--- config.mk ---
export PLATFORM = sky130hd
export DESIGN_NAME = pr_mbox_ctrl
export DESIGN_NICKNAME = d
export VERILOG_FILES = /design/src/rtl/pr_mbox_pkg.sv /design/src/rtl/pr_reply_timer.sv /design/src/rtl/pr_mbox_seq.sv /design/src/rtl/pr_host_regs.sv /design/src/rtl/pr_mbox_ctrl.sv
export SDC_FILE = /design/constraint.sdc
export NUM_CORES = 1
export LEC_CHECK = 0
export ABC_CLOCK_PERIOD_IN_PS = 2040
export BUFFER_PORTS_ARGS = -buffer_cell sky130_fd_sc_hd__buf_2
export CORE_ASPECT_RATIO = 0.75
export CORE_MARGIN = 2
export CORE_UTILIZATION = 43
export DETAILED_ROUTE_END_ITERATION = 12
export PLACE_DENSITY = 0.77
export SKIP_LAST_GASP = 1
export SLEW_MARGIN = 20
export SYNTH_ARGS = -nofsm -noshare
export SYNTH_HDL_FRONTEND = slang
export SYNTH_SLANG_ARGS = --single-unit
--- constraint.sdc ---
create_clock -name clk_i -period 2.04 [get_ports clk_i]
set_input_delay 0.408 -clock clk_i [delete_from_list [all_inputs] [get_ports clk_i]]
set_output_delay 0.408 -clock clk_i [all_outputs]
set_load 0.01 [all_outputs]
--- src/rtl/pr_mbox_pkg.sv ---
`timescale 1ns/1ps
package pr_mbox_pkg;
  typedef enum logic [2:0] {
    ST_IDLE = 3'b000,
    ST_BUSY = 3'b010,
    ST_OK   = 3'b011,
    ST_ERR  = 3'b100
  } status_e;

  typedef enum logic [1:0] {
    CMD_START = 2'd0,
    CMD_QUERY = 2'd1,
    CMD_SRC   = 2'd2
  } cmd_e;

  localparam logic [7:0] STG_NONE       = 8'd0;
  localparam logic [7:0] STG_START_SENT = 8'd1;
  localparam logic [7:0] STG_START_OK   = 8'd2;
  localparam logic [7:0] STG_QUERY_SENT = 8'd3;
  localparam logic [7:0] STG_QUERY_OK   = 8'd4;
  localparam logic [7:0] STG_SRC_SENT   = 8'd5;
  localparam logic [7:0] STG_SRC_OK     = 8'd6;

  localparam logic [2:0] A_DATA  = 3'd0;
  localparam logic [2:0] A_CSR   = 3'd1;
  localparam logic [2:0] A_STAGE = 3'd3;
  localparam logic [2:0] A_RSP   = 3'd4;

  localparam int B_START = 0;
  localparam int B_END   = 4;  // write side
  localparam int B_IRQ   = 4;  // read side
  localparam int B_IE    = 5;
  localparam int B_SRC   = 6;
endpackage

--- src/rtl/pr_reply_timer.sv ---
`timescale 1ns/1ps
module pr_reply_timer #(
  parameter int LIMIT = 1024
) (
  input  logic clk_i,
  input  logic rst_ni,
  input  logic run_i,
  output logic expired_o
);
  localparam int CW = (LIMIT > 2) ? $clog2(LIMIT) : 1;

  logic [CW-1:0] cnt_q;

  assign expired_o = run_i && (cnt_q == CW'(LIMIT - 1));

  always_ff @(posedge clk_i or negedge rst_ni) begin
    if (!rst_ni)                  cnt_q <= '0;
    else if (!run_i || expired_o) cnt_q <= '0;
    else                          cnt_q <= cnt_q + 1'b1;
  end
endmodule

--- src/rtl/pr_mbox_seq.sv ---
`timescale 1ns/1ps
module pr_mbox_seq
  import pr_mbox_pkg::*;
(
  input  logic       clk_i,
  input  logic       rst_ni,
  input  logic       start_i,
  input  logic       src_sel_i,
  input  logic       end_i,
  input  logic       rsp_valid_i,
  input  logic       rsp_err_i,
  input  logic       timeout_i,
  output status_e    status_o,
  output logic [7:0] stage_o,
  output logic       cmd_valid_o,
  output cmd_e       cmd_code_o,
  output logic       streaming_o,
  output logic       waiting_o,
  output logic       busy_o,
  output logic       accept_o,
  output logic       done_o
);
  status_e    status_q, status_d;
  logic [7:0] stage_q, stage_d;
  logic       cmd_v_q, cmd_v_d;
  cmd_e       cmd_c_q, cmd_c_d;

  assign busy_o      = (status_q == ST_BUSY);
  assign accept_o    = start_i && !busy_o;
  assign waiting_o   = busy_o && stage_q[0];
  assign streaming_o = busy_o && (stage_q == STG_START_OK);

  always_comb begin
    status_d = status_q;
    stage_d  = stage_q;
    cmd_v_d  = 1'b0;
    cmd_c_d  = cmd_c_q;
    done_o   = 1'b0;
    if (accept_o) begin
      status_d = ST_BUSY;
      cmd_v_d  = 1'b1;
      if (src_sel_i) begin
        stage_d = STG_SRC_SENT;
        cmd_c_d = CMD_SRC;
      end else begin
        stage_d = STG_START_SENT;
        cmd_c_d = CMD_START;
      end
    end else if (busy_o) begin
      if ((waiting_o && timeout_i) || (rsp_valid_i && rsp_err_i)) begin
        status_d = ST_ERR;  // stage keeps last position
        done_o   = 1'b1;
      end else if (rsp_valid_i && waiting_o) begin
        stage_d = stage_q + 8'd1;
        if (stage_q == STG_QUERY_SENT) begin
          status_d = ST_OK;
          done_o   = 1'b1;
        end
      end else if (stage_q == STG_SRC_OK || (streaming_o && end_i)) begin
        stage_d = STG_QUERY_SENT;
        cmd_v_d = 1'b1;
        cmd_c_d = CMD_QUERY;
      end
    end
  end

  always_ff @(posedge clk_i or negedge rst_ni) begin
    if (!rst_ni) begin
      status_q <= ST_IDLE;
      stage_q  <= STG_NONE;
      cmd_v_q  <= 1'b0;
      cmd_c_q  <= CMD_START;
    end else begin
      status_q <= status_d;
      stage_q  <= stage_d;
      cmd_v_q  <= cmd_v_d;
      cmd_c_q  <= cmd_c_d;
    end
  end

  assign status_o    = status_q;
  assign stage_o     = stage_q;
  assign cmd_valid_o = cmd_v_q;
  assign cmd_code_o  = cmd_c_q;
endmodule

--- src/rtl/pr_host_regs.sv ---
`timescale 1ns/1ps
module pr_host_regs
  import pr_mbox_pkg::*;
#(
  parameter int DW = 32,
  parameter int AW = 3
) (
  input  logic          clk_i,
  input  logic          rst_ni,
  input  logic          wr_i,
  input  logic          rd_i,
  input  logic [AW-1:0] addr_i,
  input  logic          start_bit_i,
  input  logic          end_bit_i,
  input  logic          ie_bit_i,
  input  status_e       status_i,
  input  logic [7:0]    stage_i,
  input  logic          busy_i,
  input  logic          accept_i,
  input  logic          done_i,
  input  logic          rsp_valid_i,
  input  logic [DW-1:0] rsp_data_i,
  output logic          start_o,
  output logic          end_o,
  output logic          ie_o,
  output logic [DW-1:0] rsp_o,
  output logic          irq_o,
  output logic [DW-1:0] rdata_o
);
  logic          csr_sel;
  logic          ie_q, irq_q;
  logic [DW-1:0] rsp_q;

  assign csr_sel = (addr_i == AW'(A_CSR));
  assign start_o = wr_i && csr_sel && start_bit_i;
  assign end_o   = wr_i && csr_sel && end_bit_i;

  always_ff @(posedge clk_i or negedge rst_ni) begin
    if (!rst_ni) begin
      ie_q  <= 1'b0;
      irq_q <= 1'b0;
      rsp_q <= '0;
    end else begin
      if (wr_i && csr_sel) ie_q <= ie_bit_i;
      if (done_i)                    irq_q <= 1'b1;
      else if (rd_i && csr_sel)      irq_q <= 1'b0;
      if (accept_i)                  rsp_q <= '0;
      else if (busy_i && rsp_valid_i) rsp_q <= rsp_data_i;
    end
  end

  always_comb begin
    rdata_o = '0;
    unique case (addr_i)
      AW'(A_CSR): begin
        rdata_o[B_IE]  = ie_q;
        rdata_o[B_IRQ] = irq_q;
        rdata_o[3:1]   = status_i;
      end
      AW'(A_STAGE): rdata_o = DW'(stage_i);
      AW'(A_RSP):   rdata_o = rsp_q;
      default:      rdata_o = '0;
    endcase
  end

  assign ie_o  = ie_q;
  assign rsp_o = rsp_q;
  assign irq_o = irq_q && ie_q;
endmodule

--- src/rtl/pr_mbox_ctrl.sv ---
`timescale 1ns/1ps
module pr_mbox_ctrl
  import pr_mbox_pkg::*;
#(
  parameter int DW      = 32,
  parameter int AW      = 3,
  parameter int ERR_W   = 8,
  parameter int TIMEOUT = 1024
) (
  input  logic          clk_i,
  input  logic          rst_ni,
  input  logic          reg_wr_i,
  input  logic          reg_rd_i,
  input  logic [AW-1:0] reg_addr_i,
  input  logic [DW-1:0] reg_wdata_i,
  output logic [DW-1:0] reg_rdata_o,
  output logic          irq_o,
  output logic          bs_ready_o,
  output logic          mb_cmd_valid_o,
  output logic [1:0]    mb_cmd_code_o,
  output logic          mb_data_valid_o,
  output logic [DW-1:0] mb_data_o,
  input  logic          mb_data_ready_i,
  input  logic          mb_rsp_valid_i,
  input  logic [DW-1:0] mb_rsp_data_i
);
  status_e       status_w;
  cmd_e          cmd_w;
  logic [7:0]    stage_w;
  logic          start_w, end_w, accept_w, done_w, busy_w;
  logic          streaming_w, waiting_w, timeout_w, rsp_err_w;
  logic          ie_w;
  logic [DW-1:0] rsp_w;

  assign rsp_err_w = |mb_rsp_data_i[ERR_W-1:0];

  pr_reply_timer #(.LIMIT(TIMEOUT)) u_timer (
    .clk_i     (clk_i),
    .rst_ni    (rst_ni),
    .run_i     (waiting_w),
    .expired_o (timeout_w)
  );

  pr_mbox_seq u_seq (
    .clk_i       (clk_i),
    .rst_ni      (rst_ni),
    .start_i     (start_w),
    .src_sel_i   (reg_wdata_i[B_SRC]),
    .end_i       (end_w),
    .rsp_valid_i (mb_rsp_valid_i),
    .rsp_err_i   (rsp_err_w),
    .timeout_i   (timeout_w),
    .status_o    (status_w),
    .stage_o     (stage_w),
    .cmd_valid_o (mb_cmd_valid_o),
    .cmd_code_o  (cmd_w),
    .streaming_o (streaming_w),
    .waiting_o   (waiting_w),
    .busy_o      (busy_w),
    .accept_o    (accept_w),
    .done_o      (done_w)
  );

  pr_host_regs #(.DW(DW), .AW(AW)) u_regs (
    .clk_i       (clk_i),
    .rst_ni      (rst_ni),
    .wr_i        (reg_wr_i),
    .rd_i        (reg_rd_i),
    .addr_i      (reg_addr_i),
    .start_bit_i (reg_wdata_i[B_START]),
    .end_bit_i   (reg_wdata_i[B_END]),
    .ie_bit_i    (reg_wdata_i[B_IE]),
    .status_i    (status_w),
    .stage_i     (stage_w),
    .busy_i      (busy_w),
    .accept_i    (accept_w),
    .done_i      (done_w),
    .rsp_valid_i (mb_rsp_valid_i),
    .rsp_data_i  (mb_rsp_data_i),
    .start_o     (start_w),
    .end_o       (end_w),
    .ie_o        (ie_w),
    .rsp_o       (rsp_w),
    .irq_o       (irq_o),
    .rdata_o     (reg_rdata_o)
  );

  assign mb_cmd_code_o   = cmd_w;
  assign bs_ready_o      = streaming_w && mb_data_ready_i;
  assign mb_data_valid_o = reg_wr_i && (reg_addr_i == AW'(A_DATA)) && bs_ready_o;
  assign mb_data_o       = reg_wdata_i;
endmodule

[Word-level counts from Yosys, hierarchy flattened]
Cells that the tools add are included.
Word-level totals
  register bits: 58
  bits in latches: 0
  memory bits (writable): 0
  bits in read-only memories: 0
  bits of input ports: 73
  output and inout port bits: 70
  word-level logic and storage cells: 89
  memories: 0
Operators by class
  add/sub/neg operators: 2
  multiply operators: 0
  div/mod/pow operators: 0
  $lt $le $gt $ge: 0
  equality and inequality tests: 10
  shifts and indexed selects: 0
  multiplexer cells: 35
  bitwise operators: 0
  reduce and logical (&&, ||, !) cells: 34
Operators by type and width (count)
  two-way mux 32 bit: 2
  case mux 26 bit (2 select lines): 1
  two-way mux 8 bit: 5
  two-way mux 3 bit: 6
  logical AND 1 bit: 17
  equality test 8 x 2 -> 1 bit, second input constant: 2
  case mux 5 bit (3 select lines): 1
  two-way mux 1 bit: 12
  two-way mux 2 bit: 6
  adder 10 x 1 -> 10 bit, second input constant: 1
  equality test 10 bit, second input constant: 1
  two-way mux 10 bit: 1
  nonzero test 3 bit: 3
  adder 8 x 1 -> 8 bit, second input constant: 1
  equality test 8 x 3 -> 1 bit, second input constant: 1
  nonzero test 2 bit: 4
  OR reduction 8 bit: 1
  equality test 3 x 2 -> 1 bit, second input constant: 2
  AND reduction 3 bit: 2
  inequality test 2 bit, second input constant: 2
  AND reduction 4 bit: 1
  equality test 3 x 1 -> 1 bit, second input constant: 1
  equality test 3 bit, second input constant: 1
  logical NOT 3 bit: 1
  other kinds (3): 6

[Depth between registers and ports, before layout]
Gate-level depths: netlist of run 1.
  depth in word-level cells: 10
  gate-level depth with buffers: 6
  mapped depth without buffers: 6

[Cells and area by module]
From an unflattened synthesis of run 1, not the netlist that was laid out.
Second synthesis, totals
  cells, all modules: 380
  area total of the unflattened synthesis: 3611.0 µm²
Modules (own cells, without submodules)
  pr_host_regs: times used 1, cells each 198, area an instance 1975.6 µm², seq. area each 850.8 µm²
  pr_mbox_seq: times used 1, cells each 93, area an instance 865.8 µm², seq. area each 350.3 µm²
  pr_reply_timer: times used 1, cells each 51, area an instance 493.0 µm², seq. area each 250.2 µm²
  pr_mbox_ctrl: times used 1, cells each 38, area an instance 276.5 µm², seq. area each 0.0 µm²

[Least setup slack after synthesis of run 1]
OpenSTA, ideal clock, no wires.
  path type: register to output
  start point: register u_seq.stage_q[4] (netlist: u_seq.stage_o[4])
  end point: output port mb_data_valid_o
  arrival time: 1953 ps
  required time: 1632 ps
  path slack: -321 ps
  cell stages (with the launch flop): 5
  path buffers: 0
  cells stage by stage: dfrtp_1 -> or4_1 -> or3b_4 -> and4bb_1 -> and4b_1
On the way
  word-level cells in the longest chain between the ends: 4
Ends and longest elaborated chain
  from (decl): RTL line pr_mbox_seq.sv:24  | logic [7:0] stage_q, stage_d;
  from (signal assigned): RTL line pr_mbox_seq.sv:75  | stage_q <= stage_d;
  equality test 8 x 2 -> 1 bit: RTL line pr_mbox_seq.sv:31  | assign streaming_o = busy_o && (stage_q == STG_START_OK);
  logical AND 1 bit: RTL line pr_mbox_seq.sv:31
  logical AND 1 bit: RTL line pr_mbox_ctrl.sv:89  | assign bs_ready_o = streaming_w && mb_data_ready_i;
  net bs_ready_o: RTL line pr_mbox_ctrl.sv:18  | output logic bs_ready_o,
  logical AND 1 bit: RTL line pr_mbox_ctrl.sv:90  | assign mb_data_valid_o = reg_wr_i && (reg_addr_i == AW'(A_DATA)) && bs_ready_o;
  to (decl): RTL line pr_mbox_ctrl.sv:21  | output logic mb_data_valid_o,
The timed path passes the listed nets, and every way through them passes these cells.

[Worst setup path in the final report of run 1]
  start point: register u_seq.stage_q[4] (netlist: u_seq.stage_o[4])
  end point: output port mb_data_valid_o
On the way
  word-level cells in the longest chain between the ends: 4
Ends and longest elaborated chain (RTL line)
  equality test 8 x 2 -> 1 bit: pr_mbox_seq.sv:31
  logical AND 1 bit: pr_mbox_seq.sv:31
  logical AND 1 bit: pr_mbox_ctrl.sv:89
  logical AND 1 bit: pr_mbox_ctrl.sv:90
No other way between the ends.

==> results.sh, run 1 <==
export IMPL_cp_arrival_ns=2.20
export IMPL_power_switching_w=0.00105
export IMPL_wirelength_um=8670
export IMPL_syn_area_mm2=0.00326
export IMPL_cts_path_max_buffers=2
export IMPL_synthArstFlopShare_pct=100
export IMPL_h_tree_depth=3
export IMPL_maxSlewViolCount=0
export IMPL_period_needed_ns=2.61
export IMPL_cpMaxStageDelayCell="or4_4"
export IMPL_endpoint_kind="output pin"
export IMPL_fin_ws_ns=-0.568
export IMPL_seq_area_frac_synth_pct=44.5
export IMPL_root_buffer="clkbuf_8"
export IMPL_drtIter0Drc=204
export IMPL_yosysUniqueCellTypes=49
export IMPL_syn_nets=446
export IMPL_yosysTopAreaCell="dfrtp_1"
export IMPL_max_stage_delay_ns=0.53
export IMPL_yosys_warnings=0
export IMPL_r2r_start="u_seq.stage_o[4]$_DFFE_PN0P_"
export IMPL_max_cap_violations=0
export IMPL_hold_path_class="in -> async"
export IMPL_final_common_cell="buf_2"
export IMPL_regToRegSetupSlack_ns=-0.27
export IMPL_synth_area_per_cell_um2=8.81
export IMPL_insertion_delay_ns=0.34
export IMPL_wl_per_cell_um=15.7
export IMPL_yosys_area_share_simple_pct=32.3
export IMPL_power_density_mw_per_mm2=880
export IMPL_outcome="complete, but fails checks"
export IMPL_power_frac_clock_pct=33.1
export IMPL_layout_area_seq_mm2=0.00145
export IMPL_criticalPathCategory="reg -> out"
export IMPL_intPower_w=0.00251
export IMPL_violations="negative setup slack"
export IMPL_firstDrtPassIters=6
export IMPL_drive_gt1_share_pct=33.6
export IMPL_mostFrequentLayoutCells="buf_2 (85), nand2_1 (81), dfrtp_1 (58)"
export IMPL_areaGrowthSynthToFinish_pct=24.1
export IMPL_fp_coreArea_mm2=0.00733
export IMPL_synth_edff_count=0
export IMPL_io_buffers=86
export IMPL_ys_flop_type="dfrtp_1"
export IMPL_rsz0062_at_grt="yes"
export IMPL_drtAntennaViolNets=0
export IMPL_ff2ff_path_depth=8
export IMPL_combPwrFrac_pct=20.5
export IMPL_finClkSkew_ns=0.00642
export IMPL_fmax_mhz=383
export IMPL_crit_required_ns=1.63
export IMPL_rows=27
export IMPL_worstPathCellList="or4_4 -> or3b_4 -> and4bb_1 -> and4b_1 -> buf_2"
export IMPL_hold_viol=0
export IMPL_multi_input_area_mm2=0.00154
export IMPL_synthCells=370
export IMPL_critPathLaunch="u_seq.stage_o[4]$_DFFE_PN0P_"
export IMPL_grt_max_degree=38
export IMPL_drc=0
export IMPL_grt_pass1_wl_um=13600
export IMPL_cts_tree="done"
export IMPL_fin_setup_tns_ns=-2.81
export IMPL_overflow=0
export IMPL_yosys_area_share_adder_pct=1.15
export IMPL_dp_hpwl_um=6060
export IMPL_max_slew_margin_pct=60.4
export IMPL_nFillCells=686
export IMPL_grt_pass1_vias=2687
export IMPL_fin_crit_sh_pct=128
export IMPL_worstSetupEndpoint="mb_data_valid_o"
export IMPL_place_congestion=0.860
export IMPL_synth_top_area_share_pct=44.5
export IMPL_p_leak_nw=2.18
export IMPL_synth_top_family_by_area="simple AND/OR/NAND/NOR gates"
export IMPL_die_x_um=105
export IMPL_worst_pin_slew_ns=0.595
export IMPL_vias=2938
export IMPL_synth_seq_cells=58
export IMPL_r2r_end="u_seq.stage_o[2]$_DFFE_PN0P_"
export IMPL_cts_buffers_inserted=9
export IMPL_antenna_found_initial=0
export IMPL_cts_sinks=58
export IMPL_die_area_mm2=0.00830
export IMPL_path_clk_slew_ns=0.07
export IMPL_synth_area_top_cells="dfrtp_1 (45%), nand2_1 (9.3%), buf_4 (7.4%)"
export IMPL_worstSetupStartpointType="register"
export IMPL_ios=143
export IMPL_antenna_cells=0
export IMPL_synth_xor_xnor_area_share_pct=1.88
export IMPL_finalSetupViolCount=12
export IMPL_yosys_mux_area_fraction_pct=0.346
export IMPL_pre_cts_slack_ns=-0.241
export IMPL_start_util_pct=44.4
export IMPL_peakVddDrop_mv=0.488
export IMPL_swShare_pct=29.5
export IMPL_gr_usage_all_layers_pct=20.8
export IMPL_ctsHoldBuffers=0
export IMPL_nNetsFinal=523
export IMPL_viasPerCell=5.31
export IMPL_hold_slack_ns=0.0653
export IMPL_synth_compound_area_share_pct=9.72
export IMPL_utilization_pct=55.2
export IMPL_crit_fanout=2
export IMPL_p_seq_share_pct=46.4
export IMPL_fp_dieH_um=79.4
## what timing repair did
| item | 4_1_cts | 5_1_grt |
|---|---|---|
| setup buffers | 2 | 2 |
| gates resized for setup | 7 | 7 |
| pin swaps | 12 | 4 |
| endpoints found under the setup margin | 9 | 12 |
| cloned | 0 | 0 |
## cell usage after synthesis, types with 2 or more instances
| cell type | n |
|---|---|
| nor3b_4 | 2 |
| nor2b_1 | 2 |
| ha_1 | 3 |
| clkbuf_1 | 16 |
| nor2_1 | 19 |
| and4bb_4 | 2 |
| dfrtp_1 | 58 |
| xor2_1 | 4 |
| o21a_1 | 4 |
| nor4_1 | 3 |
| or4_1 | 2 |
| a21o_1 | 3 |
| inv_1 | 6 |
| o31ai_1 | 4 |
| nand3b_1 | 2 |
| a21oi_1 | 4 |
| nand2_1 | 81 |
| nand3_1 | 43 |
| a211o_1 | 3 |
| nor3_1 | 3 |
| and3_1 | 26 |
| and2_1 | 5 |
| nand4_1 | 3 |
| xnor2_1 | 3 |
| a22o_1 | 4 |
| o21ai_1 | 7 |
| buf_4 | 32 |
| a22oi_1 | 5 |
## logic make-up (layout without fill, tap and decap cells)
logic type,count (synthesis),in the layout
AND/OR/NAND/NOR,204,204
adder cells (fa/ha/maj),3,3
buffers and inverters,55,137
multiplexers,1,1
XOR/XNOR,7,7
flip-flops,58,58
AO/OA/AOI/OAI,42,42
## sequential cells by signal, summed over array words and instances, names as in the netlist
| register | flops |
|---|---|
| u_seq.cmd_code_o | 2 |
| u_seq.status_o | 3 |
| u_seq.cmd_valid_o | 1 |
| u_seq.stage_o | 8 |
| u_timer.cnt_q | 10 |
| u_regs.irq_q | 1 |
| u_regs.rsp_o | 32 |
| u_regs.ie_o | 1 |
## routing by layer
metal  routed length (um)  global-route usage (%)  up-vias
li1                     -                       -     1401
met1                 3910                    28.5     1415
met2                 4080                    33.1      105
met3                  565                    4.98       17
met4                  117                    6.35        0
met5                    0                       0        -
## area by class of cell
type,count,area share (%)
clock buffer,11,3.50
inverter,6,0.557
timing repair buffer,115,17.0
sequential,58,35.9
clock inverter,5,1.92
multi-input combinational,257,38.0
tap,101,3.12
## worst min path at each step
| stage | to | slack, ns | cells past startpoint |
|---|---|---|---|
| 2_1_floorplan | u_regs.ie_o$_DFFE_PN0N_ | 0.11 | 0 |
| 3_3_place_gp | u_regs.rsp_o[10]$_DFFE_PN0P_ | 0.44 | 1 |
| 3_5_place_dp | u_regs.rsp_o[13]$_DFFE_PN0P_ | 0.44 | 1 |
| 4_1_cts | u_regs.rsp_o[13]$_DFFE_PN0P_ | 0.08 | 1 |
| 5_1_grt | u_regs.rsp_o[18]$_DFFE_PN0P_ | 0.10 | 1 |
| 6_report | u_regs.rsp_o[13]$_DFFE_PN0P_ | 0.07 | 1 |
## critical path: cells and delay by family (launching register included)
kind,cells,cell delay [ns]
buf+inv,1,0.12
flops,1,0.37
simple gates,4,1.37
## stage by stage
| stage | area [um2] | total power [W] | cells |
|---|---|---|---|
| detailed placement | 3720 | 0.00237 | 533 |
| global route | 4040 | 0.00376 | 553 |
| global placement | 3720 | 0.00233 | 533 |
| floorplan | 3260 | 0.00212 | 370 |
| CTS | 4000 | 0.00357 | 551 |
| finish | 4040 | 0.00356 | 553 |
## power groups by stage
stage,clock [W],sequential [W],combinational [W]
2_1_floorplan,0,0.00161,0.000513
3_3_place_gp,0,0.00164,0.000690
3_5_place_dp,0,0.00166,0.000711
4_1_cts,0.00120,0.00164,0.000730
5_1_grt,0.00125,0.00168,0.000828
6_report,0.00118,0.00165,0.000730
Note: power is estimated with default switching activity, not from simulation.
==> run 2, diff against run 1 <==
Settings changed: PLACE_DENSITY 0.77 to 0.78, SETUP_SLACK_MARGIN set to 0.2.
==> run 2 against run 1 <==
Against the previous run: the flow still finishes with violations (negative setup slack); clock skew grew 0.0033 ns; wire length up 5.8%; die area did not move; via count increased by 4.2%; core utilization grew 2.3 points; final area increased by 4.1%; sequential power about the same; largest power group unchanged.
==> results.sh, run 2 (synthesized netlist as in run 1, its figures left out) <==
export IMPL_fp_dieH_um=79.4
export IMPL_violations="negative setup slack"
export IMPL_max_cap_violations=0
export IMPL_fin_cells=568
export IMPL_cts_sinks=58
export IMPL_combPwrFrac_pct=21.3
export IMPL_outcome="complete, but fails checks"
export IMPL_drc=0
export IMPL_final_common_cell="buf_2"
export IMPL_place_congestion=0.881
export IMPL_hold_path_class="in -> async"
export IMPL_grt_max_degree=39
export IMPL_swShare_pct=29.7
export IMPL_rsz0062_at_grt="yes"
export IMPL_io_buffers=86
export IMPL_power_switching_w=0.00107
export IMPL_die_x_um=105
export IMPL_nNetsFinal=538
export IMPL_cts_buffers_inserted=9
export IMPL_wl_per_cell_um=16.2
export IMPL_power_density_mw_per_mm2=856
export IMPL_insertion_delay_ns=0.34
export IMPL_maxSlewViolCount=0
export IMPL_die_area_mm2=0.00830
export IMPL_antenna_found_initial=0
export IMPL_dp_hpwl_um=6250
export IMPL_crit_required_ns=1.63
export IMPL_root_buffer="clkbuf_8"
export IMPL_hold_viol=0
export IMPL_final_area_mm2=0.00421
export IMPL_viasPerCell=5.39
export IMPL_grt_pass1_vias=2961
export IMPL_worstPathCellList="or4_4 -> or3b_4 -> and4bb_1 -> and4b_1 -> buf_2"
export IMPL_cp_arrival_ns=2.24
export IMPL_firstDrtPassIters=4
export IMPL_overflow=0
export IMPL_ctsHoldBuffers=0
export IMPL_criticalPathCategory="reg -> out"
export IMPL_dp_cells=536
export IMPL_cts_tree="done"
export IMPL_drtAntennaViolNets=0
export IMPL_endpoint_kind="output pin"
export IMPL_nFillCells=645
export IMPL_path_clk_slew_ns=0.07
export IMPL_grt_pass1_wl_um=14200
export IMPL_max_stage_delay_ns=0.54
export IMPL_gr_usage_all_layers_pct=21.6
export IMPL_largest_reg_flops=32
export IMPL_fmax_mhz=377
export IMPL_peakVddDrop_mv=0.442
export IMPL_rows=27
export IMPL_vias=3061
export IMPL_drtIter0Drc=177
export IMPL_period_needed_ns=2.65
export IMPL_finClkSkew_ns=0.00971
export IMPL_cts_path_max_buffers=2
export IMPL_finalSetupViolCount=13
export IMPL_antenna_cells=0
export IMPL_drive_gt1_share_pct=36.8
export IMPL_fin_crit_sh_pct=130
export IMPL_wirelength_um=9180
export IMPL_worstSetupStartpointType="register"
export IMPL_max_slew_margin_pct=63.8
export IMPL_p_leak_nw=2.26
export IMPL_crit_fanout=2
export IMPL_p_seq_share_pct=46.3
export IMPL_start_util_pct=44.4
export IMPL_fin_ws_ns=-0.611
export IMPL_fp_coreArea_mm2=0.00733
export IMPL_power_frac_clock_pct=32.4
export IMPL_intPower_w=0.00253
export IMPL_ios=143
export IMPL_mostFrequentLayoutCells="buf_2 (85), nand2_1 (81), dfrtp_1 (57)"
export IMPL_areaGrowthSynthToFinish_pct=29.3
export IMPL_placed_area_mm2=0.00374
export IMPL_cpMaxStageDelayCell="or4_4"
export IMPL_worst_pin_slew_ns=0.542
export IMPL_h_tree_depth=3
## run 2: cell count changes in the layout (fill, tap and decap cells not counted), sizes merged
cell,before,now
buf,115,129
clkbuf,11,12
## run 2: power groups by stage
stage | Combinational (W) | Clock, W | Sequential [W]
floorplan | 0.000514 | 0 | 0.00161
global placement | 0.000688 | 0 | 0.00165
detailed placement | 0.000713 | 0 | 0.00167
CTS | 0.000729 | 0.00118 | 0.00165
global route | 0.000873 | 0.00124 | 0.00170
finish | 0.000766 | 0.00117 | 0.00167
## run 2: final timing paths
kind                                         startpoint                            end  slack [ns]  cells after the start
max                        u_seq.stage_o[7]$_DFFE_PN0P_                mb_data_valid_o       -0.61                      5
min                                              rst_ni   u_regs.rsp_o[13]$_DFFE_PN0P_        0.02                      1
max in group asynchronous                        rst_ni  u_seq.status_o[2]$_DFFE_PN0P_        1.42                      2
max reg2reg                u_seq.stage_o[7]$_DFFE_PN0P_   u_seq.stage_o[7]$_DFFE_PN0P_       -0.35                      8
min in group clk_i                    mb_rsp_data_i[28]   u_regs.rsp_o[28]$_DFFE_PN0P_        0.25                      3
min reg2reg                u_regs.rsp_o[29]$_DFFE_PN0P_   u_regs.rsp_o[29]$_DFFE_PN0P_        0.49                      2
## run 2: metrics by stage
stage / power [W] / setup WS [ns] / setup TNS [ns] / hold slack [ns] / util, %
floorplan: 0.00212 / -0.286 / -0.317 / 0.112 / -
global placement: 0.00234 / -0.224 / -0.423 / 0.389 / 51.0
detailed placement: 0.00239 / -0.280 / -0.679 / 0.396 / 51.0
CTS: 0.00356 / -0.621 / -2.00 / 0.0252 / 55.0
global route: 0.00381 / -0.679 / -4.23 / 0.0467 / 57.5
finish: 0.00360 / -0.611 / -3.57 / 0.0215 / 57.5
## run 2: what timing repair did
| item | in CTS | in global routing |
|---|---|---|
| pin swaps | 6 | 8 |
| endpoints found under the setup margin | 40 | 48 |
| buffers inserted | 3 | 12 |
| resized for setup | 12 | 15 |
| cloned | 0 | 1 |
## run 2: layout make-up
cell class | instances | area [um2] | area share, %
Clock buffer | 11 | 141 | 3.36
Clock inverter | 5 | 77.6 | 1.84
Inverter | 6 | 22.5 | 0.535
Multi-Input combinational cell | 257 | 1560 | 36.9
Sequential cell | 58 | 1450 | 34.5
Tap cell | 101 | 126 | 3.00
Timing Repair Buffer | 130 | 836 | 19.8
## run 2: per-layer routing
| metal | up-vias | GRT usage [%] | wire length [um] |
|---|---|---|---|
| met3 | 21 | 7.02 | 711 |
| met2 | 126 | 33.1 | 4400 |
| met5 | - | 0 | 0 |
| met1 | 1487 | 28.4 | 3880 |
| met4 | 0 | 8.92 | 183 |
| li1 | 1427 | - | - |
## run 2: critical path, delay by kind of cell (launching register included)
family / cells / cell delay, ns
buf+inv: 1 / 0.13
flops: 1 / 0.38
simple gates: 4 / 1.39
==> run 3, diff against run 2 <==
Settings changed: ABC_AREA set to 1.
==> run 3 against run 2 <==
Against the previous run: the run now ends clean; core utilization decreased by 5.0 points; combinational power increased by 20%; clock-buffer cell count decreased by 2; final area decreased by 9.6%; first-iteration DRC count increased by 34%; sequential power decreased by 4%; via count decreased by 6.2%; clock power decreased by 11%; die area decreased by 2.1%; flip-flop and latch count unchanged.
==> results.sh, run 3 <==
export IMPL_power_density_mw_per_mm2=939
export IMPL_hold_viol=0
export IMPL_fin_crit_sh_pct=94.4
export IMPL_h_tree_depth=3
export IMPL_root_buffer="clkbuf_8"
export IMPL_fin_ws_ns=0.114
export IMPL_yosys_warnings=0
export IMPL_dp_cells=564
export IMPL_cpLargestDelayFamily="flip-flops"
export IMPL_start_util_pct=43.9
export IMPL_ctsHoldBuffers=0
export IMPL_endpoint_kind="output pin"
export IMPL_r2r_end="u_seq.stage_o[0]$_DFFE_PN0P_"
export IMPL_path_depth=7
export IMPL_fp_coreArea_mm2=0.00726
export IMPL_finalSetupViolCount=0
export IMPL_worstPathCellList="inv_2 -> ha_4 -> nand4_1 -> nor2_2 -> inv_2 -> nor3_2 -> buf_2"
export IMPL_antenna_found_initial=0
export IMPL_overflow=0
export IMPL_rows=27
export IMPL_worstSetupStartpointType="register"
export IMPL_syn_nets=489
export IMPL_largest_reg_flops=32
export IMPL_fmax_mhz=519
export IMPL_mostFrequentLayoutCells="buf_2 (86), nand2_1 (83), inv_1 (64)"
export IMPL_crit_top_cell="inv_2"
export IMPL_cp_arrival_ns=1.52
export IMPL_criticalPathCategory="reg -> out"
export IMPL_areaGrowthSynthToFinish_pct=19.5
export IMPL_synth_area_per_cell_um2=7.71
export IMPL_crit_required_ns=1.63
export IMPL_io_buffers=86
export IMPL_r2r_start="u_timer.cnt_q[0]$_DFF_PN0_"
export IMPL_max_stage_delay_ns=0.43
export IMPL_cp_num_buf_inv=3
export IMPL_cts_tree="done"
export IMPL_grt_pass1_wl_um=11700
export IMPL_wl_per_cell_um=13.0
export IMPL_period_needed_ns=1.93
export IMPL_cpMaxStageDelayCell="dfrtp_2"
export IMPL_pre_cts_slack_ns=0.196
export IMPL_grt_max_degree=59
export IMPL_max_cap_violations=0
export IMPL_cts_buffers_inserted=9
export IMPL_synth_seq_cells=58
export IMPL_outcome="completed"
export IMPL_ios=143
export IMPL_viasPerCell=4.90
export IMPL_synth_most_common_cell="nand2_1"
export IMPL_fp_dieH_um=78.5
export IMPL_drc=0
export IMPL_utilization_pct=52.4
export IMPL_crit_fanout=2
export IMPL_seq_area_frac_synth_pct=45.6
export IMPL_yosysUniqueCellTypes=31
export IMPL_cts_sinks=58
export IMPL_final_common_cell="buf_2"
export IMPL_synth_top_area_share_pct=45.6
export IMPL_dp_hpwl_um=5500
export IMPL_maxSlewViolCount=0
export IMPL_rsz0062_at_grt="yes"
export IMPL_cts_path_max_buffers=2
export IMPL_nNetsFinal=556
export IMPL_max_slew_margin_pct=53.4
export IMPL_syn_area_mm2=0.00319
export IMPL_die_x_um=103
export IMPL_yosysTopAreaCell="dfrtp_1"
export IMPL_gr_usage_all_layers_pct=19.0
export IMPL_insertion_delay_ns=0.35
export IMPL_hold_path_class="in -> async"
export IMPL_regToRegSetupSlack_ns=0.30
export IMPL_synthCells=413
export IMPL_peakVddDrop_mv=0.386
export IMPL_worst_pin_slew_ns=0.699
export IMPL_wirelength_um=7610
export IMPL_finClkSkew_ns=0.00919
export IMPL_ff2ff_path_depth=10
export IMPL_grt_pass1_vias=2534
export IMPL_drive_gt1_share_pct=29.9
export IMPL_synth_area_top_cells="dfrtp_1 (46%), nand2_1 (9.8%), inv_1 (7.7%)"
export IMPL_hold_slack_ns=0.205
export IMPL_place_congestion=0.907
export IMPL_path_clk_slew_ns=0.07
export IMPL_antenna_cells=0
export IMPL_firstDrtPassIters=4
export IMPL_drtAntennaViolNets=0
export IMPL_die_area_mm2=0.00812
export IMPL_ys_flop_type="dfrtp_1"
export IMPL_synth_edff_count=0
export IMPL_vias=2871
export IMPL_drtIter0Drc=237
export IMPL_p_leak_nw=2.01
export IMPL_synthTopCellsByCount="nand2_1 (83), inv_1 (65), dfrtp_1 (58), nor2_1 (46), buf_4 (32)"
export IMPL_fin_cells=586
export IMPL_synthArstFlopShare_pct=100
## run 3: worst max path at each step
| stage | slack, ns | startpoint | end |
|---|---|---|---|
| CTS | 0.01 | u_seq.stage_o[0]$_DFFE_PN0P_ | mb_data_valid_o |
| detailed placement | 0.20 | reg_addr_i[1] | reg_rdata_o[9] |
| global route | -0.02 | u_seq.stage_o[0]$_DFFE_PN0P_ | mb_data_valid_o |
| floorplan | 0.45 | u_seq.stage_o[0]$_DFFE_PN0P_ | mb_data_valid_o |
| global placement | 0.26 | reg_addr_i[1] | reg_rdata_o[21] |
| finish | 0.11 | u_seq.stage_o[0]$_DFFE_PN0P_ | mb_data_valid_o |
## run 3: routing by layer
| metal | part of all wire (%) | wire, um | global-route usage, % | vias up |
|---|---|---|---|---|
| li1 | - | - | - | 1407 |
| met2 | 44 | 3360 | 28.5 | 133 |
| met5 | 0 | 0 | 0 | - |
| met3 | 8.1 | 619 | 5.79 | 21 |
| met4 | 1.9 | 144 | 8.42 | 0 |
| met1 | 46 | 3490 | 25.2 | 1310 |
## run 3: worst reg2reg max path: stages (launching register included)
cell     delay [ns]
dfrtp_1        0.43
ha_2           0.24
nand3_2        0.14
nor2_4         0.18
nand3_1        0.11
nand2_1        0.12
nor2_4         0.06
nand2_4        0.12
nand2_4        0.10
nand2_2        0.08
nand2_1        0.05
## run 3: logic make-up after synthesis
kind of cell / count (synthesis) / share of synthesized area, %
flops: 58 / 45.6
compound gates: 59 / 10.1
simple gates: 180 / 25.5
xor+xnor: 3 / 0.825
buf+inv: 110 / 16.8
fa+ha+maj: 3 / 1.18
## run 3: per-stage QoR
stage	power, W	cell area [um2]	setup TNS (ns)
after detailed placement	0.00249	3510	0
after floorplan	0.00223	3190	0
after CTS	0.00359	3740	0
after global placement	0.00246	3510	0
after global routing	0.00382	3810	-0.0194
final	0.00357	3810	0
## run 3: layout make-up
class / count / area (um2)
fill: 681 / 3460
sequential: 58 / 1460
multi-input combinational: 245 / 1250
timing repair buffer: 98 / 520
inverter: 68 / 255
tap: 101 / 126
clock buffer: 9 / 124
clock inverter: 7 / 70.1
## run 3: what timing repair did
item | 4_1_cts | 5_1_grt
pin swaps | 5 | 4
setup buffers | 2 | 4
gates resized for setup | 7 | 12
setup endpoints to repair | 5 | 41
## run 3: power breakdown
group	switching (W)	total, W	internal (W)
Sequential	0.000135	0.00161	0.00147
Combinational	0.000588	0.000923	0.000335
Clock	0.000483	0.00104	0.000560
Total	0.00121	0.00357	0.00237
